[config.mk]
export PLATFORM = sky130hd
export DESIGN_NAME = ddc_probe_seq
export DESIGN_NICKNAME = d
export VERILOG_FILES = /design/src/rtl/ddc_probe_seq.sv
export SDC_FILE = /design/constraint.sdc
export NUM_CORES = 1
export LEC_CHECK = 0
export ABC_AREA = 1
export BUFFER_PORTS_ARGS = -buffer_cell sky130_fd_sc_hd__buf_4
export CAP_MARGIN = 20
export CORE_MARGIN = 10
export CORE_UTILIZATION = 40
export DETAILED_ROUTE_END_ITERATION = 6
export PLACE_DENSITY = 0.71
export SYNTH_ARGS = -nofsm -noshare
export SYNTH_HDL_FRONTEND = slang
export SYNTH_SLANG_ARGS = --single-unit
[constraint.sdc]
create_clock -name clk -period 2 [get_ports clk]
set_input_delay 0.2 -clock clk [delete_from_list [all_inputs] [get_ports clk]]
set_output_delay 0.2 -clock clk [all_outputs]
set_load 0.02 [all_outputs]
[src/rtl/ddc_probe_seq.sv]
module ddc_probe_seq #(
  parameter logic [6:0] DEV_ADDR  = 7'h50,
  parameter int         RD_LEN    = 8,
  parameter int         MIN_MATCH = 6,
  parameter int         LEN_W     = 4
) (
  input  logic             clk,
  input  logic             rst_n,
  input  logic             start_i,
  output logic             busy_o,
  output logic             done_o,
  output logic             present_o,
  output logic             mst_go_o,
  output logic             mst_rd_o,
  output logic [6:0]       mst_addr_o,
  output logic [LEN_W-1:0] mst_len_o,
  output logic [7:0]       mst_wdata_o,
  input  logic             mst_done_i,
  input  logic             mst_err_i,
  input  logic             mst_rvld_i,
  input  logic [7:0]       mst_rdata_i
);

  localparam int CNT_W = $clog2(RD_LEN + 2);
  localparam logic [CNT_W-1:0] CNT_MAX = CNT_W'(RD_LEN + 1);

  typedef enum logic [2:0] {S_IDLE, S_WGO, S_WWAIT, S_RGO, S_RWAIT, S_FIN} st_t;

  st_t              st;
  logic [CNT_W-1:0] cnt;
  logic             lead_ok;
  logic             res;

  logic [7:0] exp_byte;
  assign exp_byte = (cnt == '0 || cnt == CNT_W'(RD_LEN - 1)) ? 8'h00 : 8'hFF;

  logic accept;
  assign accept = start_i && (st == S_IDLE);

  always_ff @(posedge clk or negedge rst_n) begin
    if (!rst_n) begin
      st      <= S_IDLE;
      cnt     <= '0;
      lead_ok <= 1'b0;
      res     <= 1'b0;
    end else begin
      case (st)
        S_IDLE: if (accept) begin
          st      <= S_WGO;
          cnt     <= '0;
          lead_ok <= 1'b1;
          res     <= 1'b0;
        end
        S_WGO:  st <= S_WWAIT;
        S_WWAIT: begin
          if (mst_err_i) begin
            st  <= S_FIN;
            res <= 1'b0;
          end else if (mst_done_i) begin
            st <= S_RGO;
          end
        end
        S_RGO:  st <= S_RWAIT;
        S_RWAIT: begin
          if (mst_err_i) begin
            st  <= S_FIN;
            res <= 1'b0;
          end else if (mst_done_i) begin
            st  <= S_FIN;
            res <= lead_ok && (cnt == CNT_W'(RD_LEN));
          end else if (mst_rvld_i) begin
            if (cnt != CNT_MAX) cnt <= cnt + 1'b1;
            if (cnt < CNT_W'(MIN_MATCH) && mst_rdata_i != exp_byte) lead_ok <= 1'b0;
          end
        end
        S_FIN:  st <= S_IDLE;
        default: st <= S_IDLE;
      endcase
    end
  end

  assign busy_o      = (st != S_IDLE);
  assign done_o      = (st == S_FIN);
  assign present_o   = res;
  assign mst_go_o    = (st == S_WGO) || (st == S_RGO);
  assign mst_rd_o    = (st == S_RGO) || (st == S_RWAIT);
  assign mst_addr_o  = DEV_ADDR;
  assign mst_len_o   = (st == S_RGO || st == S_RWAIT) ? LEN_W'(RD_LEN) : LEN_W'(1);
  assign mst_wdata_o = 8'h00;

  p_go_pulse_r2: assert property (@(posedge clk) disable iff (!rst_n)
    mst_go_o |=> !mst_go_o);

  p_rd_after_wr_r3: assert property (@(posedge clk) disable iff (!rst_n)
    (mst_go_o && mst_rd_o) |-> $past(mst_done_i && !mst_err_i));

  p_err_absent_r4: assert property (@(posedge clk) disable iff (!rst_n)
    (busy_o && !mst_go_o && !done_o && mst_err_i) |=> (done_o && !present_o && !mst_go_o));

  p_done_pulse_r10: assert property (@(posedge clk) disable iff (!rst_n)
    done_o |=> !done_o);

  p_hold_r10: assert property (@(posedge clk) disable iff (!rst_n)
    !$stable(present_o) |-> (done_o || $past(start_i && !busy_o)));

endmodule

* Yosys cells after proc, flatten, opt, wreduce, memory -nomap -nowiden
Cells that the tools add are included.
** Storage, ports and cells
- Bits in registers :: 9
** Operators by class
- Reduce and logical (&&, ||, !) cells :: 15
- Magnitude comparators :: 1
- Equality and inequality tests :: 18
- Muxes and demuxes :: 25
- $add $sub $neg :: 1
** Operators by type and width (number)
- 2-to-1 mux 4 bit :: 6
- 2-to-1 mux 3 bit :: 5
- one-hot mux 3 bit (5 select lines) :: 1
- != test 2 bit, second input constant :: 7
- AND reduction 6 bit :: 2
- 2-to-1 mux 1 bit :: 9
- 2-to-1 mux 8 bit :: 1
- != test 8 bit :: 1
- one-hot mux 4 bit (2 select lines) :: 1
- == test 3 x 2 -> 1 bit, second input constant :: 2
- == test 3 bit, second input constant :: 2
- != test 3 bit, second input constant :: 2
- nonzero test 3 bit :: 2
- adder 4 x 1 -> 4 bit, second input constant :: 1
- == test 4 x 3 -> 1 bit, second input constant :: 1
- == test 4 bit, second input constant :: 1
- zero test 4 bit :: 1
- < comparator 4 x 3 -> 1 bit, second input constant :: 1
- != test 4 bit, second input constant :: 1
- AND reduction 4 bit :: 1
- == test 3 x 1 -> 1 bit, second input constant :: 1
- logical AND 1 bit :: 3
- zero test 3 bit :: 1
- logical OR 1 bit :: 3
- other kinds (4) :: 4

* Depth between registers and ports, before layout
- Word-level depth :: 10
- Depth in mapped cells :: 10
- Mapped depth without buffers :: 10

* Least setup slack after synthesis
OpenSTA, ideal clock, no wires.
- Path type :: register to output
- From :: register st[0]
- To :: output mst_len_o[3]
- Cell stages (with the launch flop) :: 6
- Slack :: 0.516 ns
- Arrival time :: 1.284 ns
- Cells stage by stage :: dfrtp_1 > inv_1 > nor2_1 > nand2_1 > nand2_1 > buf_4
** On the way
- Word-level cells in the longest chain between the ends :: 3
** Ends and longest elaborated chain
- from (decl) :: line 29 : st_t st;
- from (signal assigned) :: line 42 : st <= S_IDLE;
- from (signal assigned) :: line 49 : st <= S_WGO;
- from (signal assigned) :: line 54 : S_WGO: st <= S_WWAIT;
- == test 3 x 2 -> 1 bit or == test 3 bit (tied branches)
- logical OR 1 bit *
- via mst_rd_o :: line 14 : output logic mst_rd_o,
- 2-to-1 mux 4 bit * :: line 88 : assign mst_len_o = (st == S_RGO || st == S_RWAIT) ? LEN_W'(RD_LEN) : LEN_W'(1);
- to (decl) :: line 16 : output logic [LEN_W-1:0] mst_len_o,
The timed path passes the listed nets; every way through them passes the cells marked *.

* Final worst setup path
- From :: register st[0]
- To :: output mst_len_o[0]
** On the way
- Word-level cells in the longest chain between the ends :: 3
** Ends and longest elaborated chain (line)
- == test 3 x 2 -> 1 bit or == test 3 bit (tied branches) :: 88
- logical OR 1 bit * :: 88
- 2-to-1 mux 4 bit * :: 88
Mark *: on every way between the ends. The rest lies on a longest branch, timed or not.

==> flow_summary.toml <==
[timing]
slew_viol_final = 0
fin_crit_ns = 1.60
finalSetupViolations = 0
fin_setup_tns_ns = 0
fin_skew_ns = 0.00478
rsz0062_at_grt = "false"
max_freq_mhz = 626
final.period_utilization_pct = 79.9
hold_viol = 0

[logic_synthesis]
synth.yosys.seq_area_share_pct = 28.6
synthTopCellsByArea = "dfrtp_1 (29%), buf_4 (17%), nand2_1 (14%)"
yosys.area_share.simple_pct = 33.4
synth_cell_types = 21
synthCells = 115
yosysWarnings = 0
avgSynthCellArea_sq_um = 6.84
synth_compound_area_share_pct = 8.90
ys_ff_latch = 9
synth_top_area_share_pct = 28.6
synth_fa_ha_area_share_pct = 4.77
synthArstFlopShare_pct = 100
synth_area_sq_um = 787
synth_mux_area_share_pct = 0
synth_xor_area_share_pct = 0
yosysTopAreaCell = "dfrtp_1"
synth_edf_count = 0
ys.flop_type = "dfrtp_1"
synth_top_family_by_area = "simple AND/OR/NAND/NOR gates"

[flow_run]
drv_cap = 0

[pwr]
swShare_pct = 48.6
p_int_mw = 0.491
p_seq_share_pct = 30.3
power.switching_mw = 0.463
p_leak_nw = 0.479
clock_power_share_pct = 15.7
vdd_drop_max_mv = 0.457
powerDensity_nw_per_um2 = 1030
p_comb_share_pct = 54.0

[floorplanning]
dieArea_sq_um = 4140
core_sq_um = 1800
initial_core_util_pct = 43.7
io_pins = 38
die_y_um = 64.4
rows = 15
die_w_um = 64.4

[cells_and_area]
diodes = 0
drive_gt1_share_pct = 24.1
area_growth_pct = 17.6
fin_nets = 155
layout.cells.non_filler = 162
most-common-layout-cells = "nand2_1 (29), buf_4 (20), conb_1 (17)"
utilization_pct = 51.4
layout_commonest_cell = "nand2_1"

[clocking]
cts.sinks = 9
clkTransAtPathRegs_ns = 0.06
tritoncts = "done"
postCtsSetupRepairBufs = 0
cts_buffers = 3
worstSkewPairLatency_ns = 0.27
cts_root_buf = "clkbuf_4"
clk_path_buf_depth = 2
cts.htree.levels = 1

[placement]
io_buffers = 20
place_congestion = 0.845
place_inst = 157
dp_hpwl_mm = 1.63

[routing]
wirelength_mm = 1.97
drt_pass1_iterations = 4
vias_per_cell = 4.40
drtIter0Drc = 10
drc = 0
dr_total_vias = 713
ant_nets = 0
routedWlPerCell_um = 12.2

[grt]
grt_usage_pct = 9.48
grt_pass1_wl_mm = 3.27
antenna_found_initial = 0
grt-ovfl-total = 0
grt_max_degree = 10
grt_pass1_vias = 718

[hold_path]
hp-class = "input pin to register"

[outcome]
status = "complete, no violations"

[worst_setup_path]
crit_type = "register to output port"
worstSetupEndpointType = "output port"
crit_path_max_fanout = 5
crit_required_ns = 1.80
critPathLaunchType = "register"
cp.arrival_ns = 1.40
-- power groups by stage --
stage | logic, mW | registers, mW | clock network [mW]
2_1_floorplan | 0.384 | 0.277 | 0
3_3_place_gp | 0.511 | 0.288 | 0
3_5_place_dp | 0.514 | 0.291 | 0
4_1_cts | 0.521 | 0.288 | 0.155
5_1_grt | 0.580 | 0.297 | 0.166
6_report | 0.515 | 0.289 | 0.150
-- final timing paths --
path,to,slack (ns),start,cells after the start
worst min register to register,present_o,0.50,present_o,2
max in group asynchronous,st[0],1.57,rst_n,2
worst max-delay path,mst_len_o[0],0.40,st[0],6
worst min-delay path,st[1],0.13,mst_err_i,2
worst max register to register,lead_ok,0.67,cnt[0],10
min in group asynchronous,cnt[3],0.29,rst_n,2
-- per-stage QoR --
| step | power (mW) | setup WS (ns) | hold slack (ns) | cell area (sq um) |
|---|---|---|---|---|
| 6_report | 0.954 | 0.402 | 0.134 | 926 |
| 5_1_grt | 1.04 | 0.260 | 0.132 | 926 |
| 4_1_cts | 0.964 | 0.383 | 0.131 | 926 |
| 3_5_place_dp | 0.806 | 0.705 | 0.0361 | 890 |
| 3_3_place_gp | 0.799 | 0.726 | 0.0335 | 890 |
| 2_1_floorplan | 0.662 | 0.516 | -0.0956 | 843 |
-- cell type report --
class                      instances  area [sq um]
sequential                         9           225
multi-input combinational         90           434
tap                               25          31.3
timing repair buffer              21           160
fill                             192           876
clock buffer                       4          26.3
inverter                          13          48.8
-- Yosys cell counts, types with 2 or more instances --
master	count
o21ai_0	7
nand2_1	29
inv_2	2
buf_4	18
conb_1	2
nand3_1	5
nor2_1	14
nand4_1	3
inv_1	11
nor2_2	2
ha_1	3
dfrtp_1	9
nand2_2	2
-- registers in the layout, indices dropped and copies added (netlist names) --
name / flops
cnt: 4
lead_ok: 1
present_o: 1
st: 3
-- cells by family after synthesis --
| logic type | after synthesis |
|---|---|
| and+or+nand+nor | 59 |
| other | 2 |
| DFF | 9 |
| buffers and inverters | 31 |
| AOI/OAI and AO/OA | 11 |
| adders and majority gates | 3 |
-- layer usage --
metal  up-vias  GRT usage [%]  part of all wire (%)
li1        370              -                     -
met1       315           10.7                    38
met2        22           14.9                    51
met3         6           4.88                   8.3
met4         0           3.48                   2.3
met5         -              0                     0
-- worst max-delay path: stages (launching register included) --
cell and delay (ns):
dfrtp_1 0.46, inv_1 0.08, nor2_1 0.15, nand2_1 0.08, nand2_1 0.13, inv_1 0.07
buf_4 0.16
-- repair_timing --
item	4_1_cts	5_1_grt
hold buffers	1	0
gates resized for setup	0	0
endpoints found under the hold margin	9	0
(Power assumes the default switching activity.)
